$ cat config.mk
export PLATFORM = sky130hd
export DESIGN_NAME = nco_mixer
export DESIGN_NICKNAME = d
export VERILOG_FILES = /design/src/rtl/nco_mixer_pkg.sv /design/src/rtl/nco_rst_sync.sv /design/src/rtl/nco_phase_acc.sv /design/src/rtl/nco_sincos_lut.sv /design/src/rtl/nco_mix_core.sv /design/src/rtl/nco_mixer.sv
export SDC_FILE = /design/constraint.sdc
export NUM_CORES = 2
export LEC_CHECK = 0
export ABC_AREA = 1
export BUFFER_PORTS_ARGS = -buffer_cell sky130_fd_sc_hd__buf_2
export CAP_MARGIN = 0
export CORE_AREA = 2 2 358 360
export DETAILED_ROUTE_END_ITERATION = 8
export DIE_AREA = 0 0 360 362
export GPL_ROUTABILITY_DRIVEN = 0
export REMOVE_ABC_BUFFERS = 1
export SYNTH_ARGS = -nofsm -noshare
export SYNTH_HDL_FRONTEND = slang
export SYNTH_SLANG_ARGS = --single-unit
$ cat constraint.sdc
create_clock -name clk -period 8.05 [get_ports clk]
set_clock_uncertainty 0.05 [all_clocks]
set_input_delay 0.4025 -clock clk [delete_from_list [all_inputs] [get_ports clk]]
set_output_delay 0.4025 -clock clk [all_outputs]
set_load 0.02 [all_outputs]
$ cat src/rtl/nco_mixer_pkg.sv
package nco_mixer_pkg;

  typedef enum logic [1:0] {
    MIX_REAL = 2'd0,
    MIX_CPLX = 2'd1,
    MIX_DUAL = 2'd2
  } mix_mode_e;

  localparam logic [1:0] MIX_RSVD = 2'd3;

  localparam logic CFG_SEL_STEP = 1'b0;
  localparam logic CFG_SEL_MODE = 1'b1;

endpackage

$ cat src/rtl/nco_rst_sync.sv
module nco_rst_sync (
  input  logic clk,
  input  logic arst_n,
  output logic rst_sn
);

  logic [1:0] sync_q;

  always_ff @(posedge clk or negedge arst_n) begin
    if (!arst_n) begin
      sync_q <= 2'b00;
    end else begin
      sync_q <= {sync_q[0], 1'b1};
    end
  end

  assign rst_sn = sync_q[1];

endmodule

$ cat src/rtl/nco_phase_acc.sv
module nco_phase_acc #(
  parameter int PW = 32,
  parameter int AW = 8
) (
  input  logic          clk,
  input  logic          rst_n,
  input  logic          step_we,
  input  logic [PW-1:0] step_wdata,
  input  logic          sync_clr,
  output logic [PW-1:0] step_o,
  output logic [AW-1:0] addr_o
);

  logic [PW-1:0] step_d, step_q;
  logic [PW-1:0] phase_d, phase_q;

  always_comb begin
    step_d  = step_q;
    if (step_we) begin
      step_d = step_wdata;
    end
    phase_d = sync_clr ? '0 : phase_q + step_q;
  end

  always_ff @(posedge clk or negedge rst_n) begin
    if (!rst_n) begin
      step_q  <= '0;
      phase_q <= '0;
    end else begin
      if (step_we) begin
        step_q <= step_d;
      end
      phase_q <= phase_d;
    end
  end

  assign step_o = step_q;
  assign addr_o = phase_q[PW-1 -: AW];


  phase_clear_chk: assert property (@(posedge clk) disable iff (!rst_n)
    sync_clr |=> (phase_q == '0));


  phase_step_chk: assert property (@(posedge clk) disable iff (!rst_n)
    !sync_clr |=> (phase_q == $past(phase_q) + $past(step_q)));

endmodule

$ cat src/rtl/nco_sincos_lut.sv
module nco_sincos_lut #(
  parameter int AW = 8,
  parameter int CW = 16
) (
  input  logic                 clk,
  input  logic                 rst_n,
  input  logic [AW-1:0]        addr_i,
  output logic signed [CW-1:0] cos_o,
  output logic signed [CW-1:0] sin_o
);

  localparam int QW  = AW - 2;
  localparam int QN  = 1 << QW;
  localparam longint AMP = (longint'(1) << (CW - 1)) - 1;

  // Rational sine approximation over a half turn of 2*QN units; exact at 0 and QN.
  function automatic logic signed [CW-1:0] quarter_val(input int u);
    longint n, t, num, den, v;
    n   = longint'(QN);
    t   = longint'(u) * (2 * n - longint'(u));
    num = 16 * t;
    den = 20 * n * n - 4 * t;
    v   = (AMP * num) / den;
    return v[CW-1:0];
  endfunction

  logic signed [CW-1:0] qtab [0:QN];

  for (genvar g = 0; g <= QN; g++) begin : g_tab
    localparam logic signed [CW-1:0] ENTRY = quarter_val(g);
    assign qtab[g] = ENTRY;
  end

  logic [1:0]           quad;
  logic [QW:0]          ia, ib;
  logic signed [CW-1:0] sin_mag, cos_mag;
  logic                 sin_neg, cos_neg;
  logic signed [CW-1:0] sin_d, cos_d, sin_q, cos_q;

  always_comb begin
    quad    = addr_i[AW-1 -: 2];
    ia      = {1'b0, addr_i[QW-1:0]};
    ib      = (QW+1)'(QN) - ia;
    sin_mag = quad[0] ? qtab[ib] : qtab[ia];
    cos_mag = quad[0] ? qtab[ia] : qtab[ib];
    sin_neg = quad[1];
    cos_neg = quad[1] ^ quad[0];
    sin_d   = sin_neg ? -sin_mag : sin_mag;
    cos_d   = cos_neg ? -cos_mag : cos_mag;
  end

  always_ff @(posedge clk or negedge rst_n) begin
    if (!rst_n) begin
      sin_q <= '0;
      cos_q <= '0;
    end else begin
      sin_q <= sin_d;
      cos_q <= cos_d;
    end
  end

  assign sin_o = sin_q;
  assign cos_o = cos_q;


  lut_axis_chk: assert property (@(posedge clk) disable iff (!rst_n)
    (addr_i[QW-1:0] == '0) |=> ((cos_q == '0) || (sin_q == '0)));


  lut_zero_phase_chk: assert property (@(posedge clk) disable iff (!rst_n)
    (addr_i == '0) |=> (cos_q == CW'(AMP)) && (sin_q == '0));

endmodule

$ cat src/rtl/nco_mix_core.sv
module nco_mix_core
  import nco_mixer_pkg::*;
#(
  parameter int DW = 16,
  parameter int CW = 16
) (
  input  logic                 clk,
  input  logic                 rst_n,
  input  logic signed [DW-1:0] in_i,
  input  logic signed [DW-1:0] in_q,
  input  mix_mode_e            mode_i,
  input  logic signed [CW-1:0] cos_i,
  input  logic signed [CW-1:0] sin_i,
  output logic signed [DW-1:0] out_i,
  output logic signed [DW-1:0] out_q
);

  localparam int PWD = DW + CW;
  localparam int SW  = PWD + 1;
  localparam logic signed [SW-1:0] RND  = SW'(1) << (CW - 2);
  localparam logic signed [SW-1:0] MAXV = (SW'(1) << (DW - 1)) - SW'(1);
  localparam logic signed [SW-1:0] MINV = -(SW'(1) << (DW - 1));

  function automatic logic signed [DW-1:0] rnd_sat(input logic signed [SW-1:0] x);
    logic signed [SW-1:0] r;
    r = (x + RND) >>> (CW - 1);
    if (r > MAXV) begin
      r = MAXV;
    end else if (r < MINV) begin
      r = MINV;
    end
    return r[DW-1:0];
  endfunction

  // stage 1: capture samples and arrangement alongside the coefficient lookup
  logic signed [DW-1:0] i_s1, q_s1;
  mix_mode_e            mode_s1;

  always_ff @(posedge clk or negedge rst_n) begin
    if (!rst_n) begin
      i_s1    <= '0;
      q_s1    <= '0;
      mode_s1 <= MIX_REAL;
    end else begin
      i_s1    <= in_i;
      q_s1    <= in_q;
      mode_s1 <= mode_i;
    end
  end

  logic signed [PWD-1:0] p_ic, p_qs, p_is, p_qc;
  logic signed [SW-1:0]  sum_a, sum_b;
  logic signed [DW-1:0]  oi_d, oq_d, oi_q, oq_q;

  always_comb begin
    p_ic = PWD'(i_s1) * PWD'(cos_i);
    p_qs = PWD'(q_s1) * PWD'(sin_i);
    p_is = PWD'(i_s1) * PWD'(sin_i);
    p_qc = PWD'(q_s1) * PWD'(cos_i);
    unique case (mode_s1)
      MIX_CPLX: begin
        sum_a = SW'(p_ic) - SW'(p_qs);
        sum_b = SW'(p_is) + SW'(p_qc);
      end
      MIX_DUAL: begin
        sum_a = SW'(p_ic);
        sum_b = SW'(p_qc);
      end
      default: begin
        sum_a = SW'(p_ic) - SW'(p_qs);
        sum_b = '0;
      end
    endcase
    oi_d = rnd_sat(sum_a);
    oq_d = rnd_sat(sum_b);
  end

  // stage 2: rounded, saturated outputs
  always_ff @(posedge clk or negedge rst_n) begin
    if (!rst_n) begin
      oi_q <= '0;
      oq_q <= '0;
    end else begin
      oi_q <= oi_d;
      oq_q <= oq_d;
    end
  end

  assign out_i = oi_q;
  assign out_q = oq_q;


  real_q_zero_chk: assert property (@(posedge clk) disable iff (!rst_n)
    (mode_s1 == MIX_REAL) |=> (oq_q == '0));


  dual_no_sine_chk: assert property (@(posedge clk) disable iff (!rst_n)
    (mode_s1 == MIX_DUAL && cos_i == '0) |=> (oi_q == '0) && (oq_q == '0));

endmodule

$ cat src/rtl/nco_mixer.sv
module nco_mixer
  import nco_mixer_pkg::*;
#(
  parameter int DW = 16,
  parameter int PW = 32,
  parameter int AW = 8,
  parameter int CW = 16
) (
  input  logic                 clk,
  input  logic                 rst_n,
  input  logic                 cfg_we,
  input  logic                 cfg_sel,
  input  logic [PW-1:0]        cfg_wdata,
  input  logic                 sync_clr,
  input  logic signed [DW-1:0] in_i,
  input  logic signed [DW-1:0] in_q,
  output logic signed [DW-1:0] out_i,
  output logic signed [DW-1:0] out_q,
  output logic                 cfg_err
);

  localparam logic [PW-1:0] HALF_STEP = PW'(1) << (PW - 1);

  logic rst_sn;

  nco_rst_sync u_rst (
    .clk    (clk),
    .arst_n (rst_n),
    .rst_sn (rst_sn)
  );

  // configuration decode
  logic      step_we, mode_we;
  mix_mode_e mode_d, mode_q;
  logic      err_d, err_q;
  logic [PW-1:0] step_cur;

  always_comb begin
    step_we = cfg_we && (cfg_sel == CFG_SEL_STEP);
    mode_we = cfg_we && (cfg_sel == CFG_SEL_MODE) && (cfg_wdata[1:0] != MIX_RSVD);
    mode_d  = mode_q;
    if (mode_we) begin
      mode_d = mix_mode_e'(cfg_wdata[1:0]);
    end
    err_d = err_q | ((mode_q == MIX_DUAL) && (step_cur != HALF_STEP));
  end

  always_ff @(posedge clk or negedge rst_sn) begin
    if (!rst_sn) begin
      mode_q <= MIX_REAL;
      err_q  <= 1'b0;
    end else begin
      if (mode_we) begin
        mode_q <= mode_d;
      end
      err_q <= err_d;
    end
  end

  logic [AW-1:0]        addr;
  logic signed [CW-1:0] cos_c, sin_c;

  nco_phase_acc #(.PW(PW), .AW(AW)) u_acc (
    .clk        (clk),
    .rst_n      (rst_sn),
    .step_we    (step_we),
    .step_wdata (cfg_wdata),
    .sync_clr   (sync_clr),
    .step_o     (step_cur),
    .addr_o     (addr)
  );

  nco_sincos_lut #(.AW(AW), .CW(CW)) u_lut (
    .clk    (clk),
    .rst_n  (rst_sn),
    .addr_i (addr),
    .cos_o  (cos_c),
    .sin_o  (sin_c)
  );

  nco_mix_core #(.DW(DW), .CW(CW)) u_mix (
    .clk    (clk),
    .rst_n  (rst_sn),
    .in_i   (in_i),
    .in_q   (in_q),
    .mode_i (mode_q),
    .cos_i  (cos_c),
    .sin_i  (sin_c),
    .out_i  (out_i),
    .out_q  (out_q)
  );

  assign cfg_err = err_q;


  err_sticky_chk: assert property (@(posedge clk) disable iff (!rst_sn)
    cfg_err |=> cfg_err);


  err_raise_chk: assert property (@(posedge clk) disable iff (!rst_sn)
    (mode_q == MIX_DUAL && step_cur != HALF_STEP) |=> cfg_err);


  mode_rsvd_chk: assert property (@(posedge clk) disable iff (!rst_sn)
    (cfg_we && cfg_sel && cfg_wdata[1:0] == MIX_RSVD) |=> $stable(mode_q));

endmodule

Yosys cells after proc, flatten, opt, wreduce, memory -nomap -nowiden --
Memories as Yosys holds them, arrays and structs flattened. Cells that the tools add are included.
Cells by class: muxes and demuxes 15, equal/unequal tests 5, multiply operators 4, reduce and logical (&&, ||, !) cells 4, $add $sub $neg 8, bitwise logic cells 5, magnitude comparators 6
Operator list (number):
- 16-bit two-way mux | 12
- 16-bit by 16-bit multiplier with 32-bit output | 4
- 33-bit by 16-bit adder with 33-bit output, second input constant | 2
- 33-bit case mux with 2 select lines | 1
- 18-bit by 16-bit greater-than comparator with 1-bit output, second input constant | 2
- 18-bit by 16-bit < comparator with 1-bit output, second input constant | 2
- 32-bit by 32-bit adder with 33-bit output | 1
- 33-bit two-way mux | 1
- 32-bit by 32-bit subtractor with 33-bit output | 1
- 32-bit adder | 1
- 32-bit two-way mux | 1
- 32-bit inequality test, second input constant | 1
- 16-bit negation | 2
- 8-bit greater-or-equal comparator, second input constant | 2
- 6-bit inverter with 8-bit output | 1
- 7-bit inverter with 8-bit output | 1
- 7-bit by 6-bit subtractor with 7-bit output, first input constant | 1
- 2-bit == test, second input constant | 2
- 1-bit logical AND | 4
- 2-bit by 1-bit == test with 1-bit output, second input constant | 1
- 2-bit inequality test, second input constant | 1
- 1-bit inverter | 1
- 1-bit bitwise OR | 1
- 1-bit bitwise XOR | 1
Word-level totals: output and inout bits 33, memory bits (read-only) 4096, logic and storage cells 61, bits of input ports 69, memories 2, flip-flop bits (word level) 167
Memory list:
- (no name shown) | depth 128, bits a word 16, rd ports 1, clocked after Yosys merged registers in 0, wr ports 0, RTL line nco_sincos_lut.sv:44 | sin_mag = quad[0] ? qtab[ib] : qtab[ia];
- (no name shown) | depth 128, bits a word 16, rd ports 1, clocked after Yosys merged registers in 0, wr ports 0, RTL line nco_sincos_lut.sv:44

Logic depth before layout (Yosys ltp) --
depth in word-level cells 8, depth in mapped cells 59, depth with buffers taken out 56

Hierarchy --
From an unflattened synthesis, not the netlist that was laid out.
Second synthesis, totals: cell total of the unflattened synthesis 7917, area, all modules 58202.1 um2
By module, submodules not included:
- nco_mix_core | cells an instance 6268, times used 1, area each 47924.7 um2, sequential area each 1651.6 um2
- nco_sincos_lut | cells an instance 922, times used 1, area each 5226.3 um2, sequential area each 800.8 um2
- nco_phase_acc | cells an instance 651, times used 1, area each 4638.2 um2, sequential area each 1601.5 um2
- nco_mixer | cells an instance 73, times used 1, area each 359.1 um2, sequential area each 75.1 um2
- nco_rst_sync | cells an instance 3, times used 1, area each 53.8 um2, sequential area each 50.0 um2

Least setup slack after synthesis --
No wires, ideal clock.
kind reg-to-reg, start reg u_lut.cos_q[1] (netlist: u_lut.cos_o[1]), end reg u_mix.oq_q[13] (netlist: u_mix.out_q[13]), setup slack -1.964 ns, path buffers 2, data arrival time 9.846 ns, cell stages (with the launch flop) 49, clock period less this slack 10.014 ns, required time 7.882 ns, library setup time 0.118 ns, path through dfrtp_1 clkbuf_1 nand2_1 fa_1 fa_1 fa_1 fa_1 inv_1 fa_1 inv_1 fa_1 inv_1 ha_1 a21oi_1 nor2_1 nor2_1 nand3_1 nand2_1 [... 13 more ...] nand3_1 nand3_1 nand2_1 nand2_1 inv_1 ha_1 nand3_1 nor2_2 inv_2 nor2_4 nand2_2 nor2_4 nand4_1 nand2_2 inv_2 nand2_4 buf_6 nand2_1
Between the ends: longest elaborated chain between the ends 7, elaborated cells between the ends (all ways) 8, those cells by class add/sub: 2; mul: 1; order compare: 2; mux: 3
RTL lines:
- start: declaration | RTL line nco_sincos_lut.sv:38 | logic signed [CW-1:0] sin_d, cos_d, sin_q, cos_q;
- start signal: assignment | RTL line nco_sincos_lut.sv:58 | cos_q <= cos_d;
- 16-bit by 16-bit multiplier with 32-bit output * | RTL line nco_mix_core.sv:59 | p_qc = PWD'(q_s1) * PWD'(cos_i);
- 32-bit by 32-bit adder with 33-bit output | RTL line nco_mix_core.sv:63 | sum_b = SW'(p_is) + SW'(p_qc);
- 33-bit case mux with 2 select lines * | RTL line nco_mix_core.sv:60 | unique case (mode_s1)
- 33-bit by 16-bit adder with 33-bit output * | RTL line nco_mix_core.sv:26 | r = (x + RND) >>> (CW - 1);
- 18-bit by 16-bit < comparator with 1-bit output | RTL line nco_mix_core.sv:29 | end else if (r < MINV) begin
- 16-bit two-way mux | RTL line nco_mix_core.sv:29
- 16-bit two-way mux * | RTL line nco_mix_core.sv:27 | if (r > MAXV) begin
- net u_mix.oq_d[13] | RTL line nco_mix_core.sv:53 | logic signed [DW-1:0] oi_d, oq_d, oi_q, oq_q;
- end signal: assignment | RTL line nco_mix_core.sv:85 | oq_q <= oq_d;
- end: declaration | RTL line nco_mix_core.sv:53
Mark *: on every way through the listed nets, which the timed path passes. The rest lies on a longest branch. A chain may end at the register's enable or synchronous reset.

Worst setup path after layout --
start reg u_lut.cos_q[2] (netlist: u_lut.cos_o[2]), end reg u_mix.oi_q[14] (netlist: u_mix.out_i[14])
Between the ends: longest elaborated chain between the ends 7, elaborated cells between the ends (all ways) 8, those cells by class add/sub: 2; mul: 1; order compare: 2; mux: 3
RTL lines:
- 16-bit by 16-bit multiplier with 32-bit output * | RTL line nco_mix_core.sv:56 | p_ic = PWD'(i_s1) * PWD'(cos_i);
- 32-bit by 32-bit subtractor with 33-bit output | RTL line nco_mix_core.sv:62, nco_mix_core.sv:70
- 33-bit two-way mux *
- 33-bit by 16-bit adder with 33-bit output * | RTL line nco_mix_core.sv:26
- 18-bit by 16-bit < comparator with 1-bit output | RTL line nco_mix_core.sv:29
- 16-bit two-way mux | RTL line nco_mix_core.sv:29
- 16-bit two-way mux * | RTL line nco_mix_core.sv:27
- net u_mix.oi_d[14] | RTL line nco_mix_core.sv:53
- end signal: assignment | RTL line nco_mix_core.sv:84 | oi_q <= oi_d;
- end: declaration | RTL line nco_mix_core.sv:53
Marked as above.

==> run metrics <==
outcome=finished with violations; violated checks=setup timing; critical path's top delay family=adder cells; Die ar.=130,000 um^2; area added between synthesis and finish=23.4%; CTS Buffer Depth=2; Synth top area share=40.1%; Commonest cells post-synth=inv_1 (2,023), nand2_1 (1,961), fa_1 (1,130); ANT nets after route=0; Worst-path clk slew=0.10 ns; Worst Tran Pin Value=1.34 ns; Layout Nets=9,824; drt via density=4.99; CP peak stage delay=0.60 ns; ant diodes=0; Final Hold Viols=0; startpoint types=flip-flop; slowest CP cell=fa_2; total grt overflow=0; Die W=360 um; Hold WC Path Type=in2reg; min Tclk post-route=10.58 ns; most frequent CP cell=fa_1; max-cap viol count=0; first-pass GRT wire length=285 mm; Vert. Die Dim=362 um; Synth Register Bits=167; Worst-Skew Late Latency=0.56 ns; Iter 0 DRT Violations=3,743; GRT Total Usage=28.0%; Port Buffer Count=101; Setup CP Type=reg2reg; Worst Path Arrival=10.98 ns; Initial DRT Pass Iterations=8; setup violators final=32; vias in the first global route=51,651; CTS sink cnt=167; initial antenna violation count=1; ys flop type=dfrtp_1; met2 wire len=82.9 mm; EDFF count, synth=0; post-synthesis cell type count=62; Warnings, synthesis=0; Final WS setup=-2.53 ns; Top Layer Used=met4; fmax=94.5 MHz; cells after synthesis=7,445; reg2reg start=u_lut.cos_o[2]; Yosys top cell by area=fa_1; core box area=127,000 um^2; Seq/Total Area, Yosys=7.41%; CTS Buf Count=17; boundary pin count=102; layout cell share with drive strength beyond 1=21.8%; Detail Placement HPWL=148 mm; slew margin rel.=9.90%; Metal-1 WL=75.9 mm; Total Routed Length=178 mm; final count of pins violating max slew=0; Final Util=54.9%; clock tree from TritonCTS=done; WL/cell=18.0 um; row count=131; WL met3=11.4 mm; most numerous cell in the Yosys netlist=inv_1; CP startpoint=u_lut.cos_o[2]; H-tree Lvls=4; # DRC=0; starting density of the core=44.5%; Mean Syn Cell Area=7.58 um^2; Final Cycle Share=131%; CP endpoint kind=flip-flop; Cell Area, Synth=56,400 um^2; Root Buffer=clkbuf_16; Buf+Inv Stages, Crit Path=14; worst-path maximum fanout=8; Post-synth ARST share=100%; vias=49,349; hold path start=cfg_wdata[5]; CP Data Required Time=8.44 ns; synth top area cells=fa_1 (40%), inv_1 (13%), nand2_1 (13%); largest net degree at the start of global routing=59; RSZ-0062 raised after global routing=yes
==> state kept, by name, summed over array words and instances, names as in the netlist <==
| register | cells |
|---|---|
| u_rst.sync_q | 2 |
| u_lut.sin_o | 16 |
| mode_q | 2 |
| u_mix.q_s1 | 16 |
| u_mix.out_q | 16 |
| u_mix.out_i | 16 |
| u_mix.i_s1 | 16 |
| u_mix.mode_s1 | 2 |
| u_acc.step_o | 32 |
| u_lut.cos_o | 16 |
| cfg_err | 1 |
| u_acc.phase_q | 32 |
==> layer usage <==
metal  vias up  track usage (%)
met5         -                0
met2      1625             46.0
met3       275             3.93
met4         0             10.5
li1      23150                -
met1     24299             37.6
==> repair_timing <==
action	CTS	global route
cloned	6	1
pin swaps	240	292
resized for setup	521	344
hold endpoints to repair	36	0
setup endpoints to repair	32	32
setup buffers	77	37
hold buffers	35	0
==> area by class of cell <==
class	count	area [um^2]
clock inverters	15	183
multi-input cells	4984	46800
flip-flops and latches	167	4190
clock buffers	17	425
fillers	11661	57100
well taps	1662	2080
inverters	2039	7690
repair buffers	996	8200
==> cells by family after synthesis <==
family | count (synthesis) | share of synthesized area, %
and+or+nand+nor | 2778 | 20.1
other | 1 | 0.00665
xor gates and xnor gates | 130 | 2.07
DFF | 167 | 7.41
muxes | 30 | 0.599
AOI/OAI and AO/OA | 492 | 4.94
buffers and inverters | 2297 | 15.4
adders and majority gates | 1550 | 49.4
==> placed cells by master (no fill, tap or decap), drive strengths merged, types with 6 or more instances in the layout <==
cell type    Yosys  routed
clkbuf         216      18
nor3            39      39
nor4            11      11
and2            22      22
o31ai           11      11
buf             42     958
dfrtp          167     167
a21o             7       7
or2             21      21
o21a            12      12
a21oi          200     200
nand3b           8       8
mux2            30      30
inv           2038    2042
o211ai          22      22
nand4           57      57
a31oi           12      12
o21ai          184     184
nand3          279     279
o21bai          18      18
xor2            78      78
clkinv           1       9
nand2         1989    1992
dlygate4sd3      0      35
nor2           346     346
xnor2           52      52
fa            1130    1130
a21boi           6       6
ha             420     420
==> worst paths after layout <==
kind	end	slack [ns]	cells after the start
max in group asynchronous	u_mix.i_s1[6]	5.99	1
setup reg to reg	u_mix.out_i[14]	-2.53	55
setup / recovery	u_mix.out_i[14]	-2.53	55
min in group asynchronous	u_rst.sync_q[1]	0.11	2
hold reg to reg	u_rst.sync_q[1]	0.31	0
hold / removal	u_acc.step_o[5]	0.04	2
==> through the flow <==
stage	cells	hold slack, ns	setup TNS [ns]	setup WS (ns)	instance area (um^2)
global route	9880	0.0239	-90.32	-2.93	69600
finish	9880	0.0393	-76.77	-2.53	69600
detailed placement	9695	0.141	-93.42	-2.98	64200
floorplan	7187	0.0569	-67.86	-2.14	55400
global placement	9695	0.141	-90.19	-2.97	64200
CTS	9845	0.00624	-72.86	-2.38	68100
==> worst reg2reg max path, delay by kind of cell (launching register included) <==
family / cells / cell delay (ns)
fa+ha+maj: 13 / 6.23
simple gates: 27 / 2.37
buf+inv: 14 / 1.25
flops: 1 / 0.39
compound gates: 1 / 0.18
Power is not shown: default switching activity piles up to over one toggle a cycle in this logic, so the estimate is an artifact.
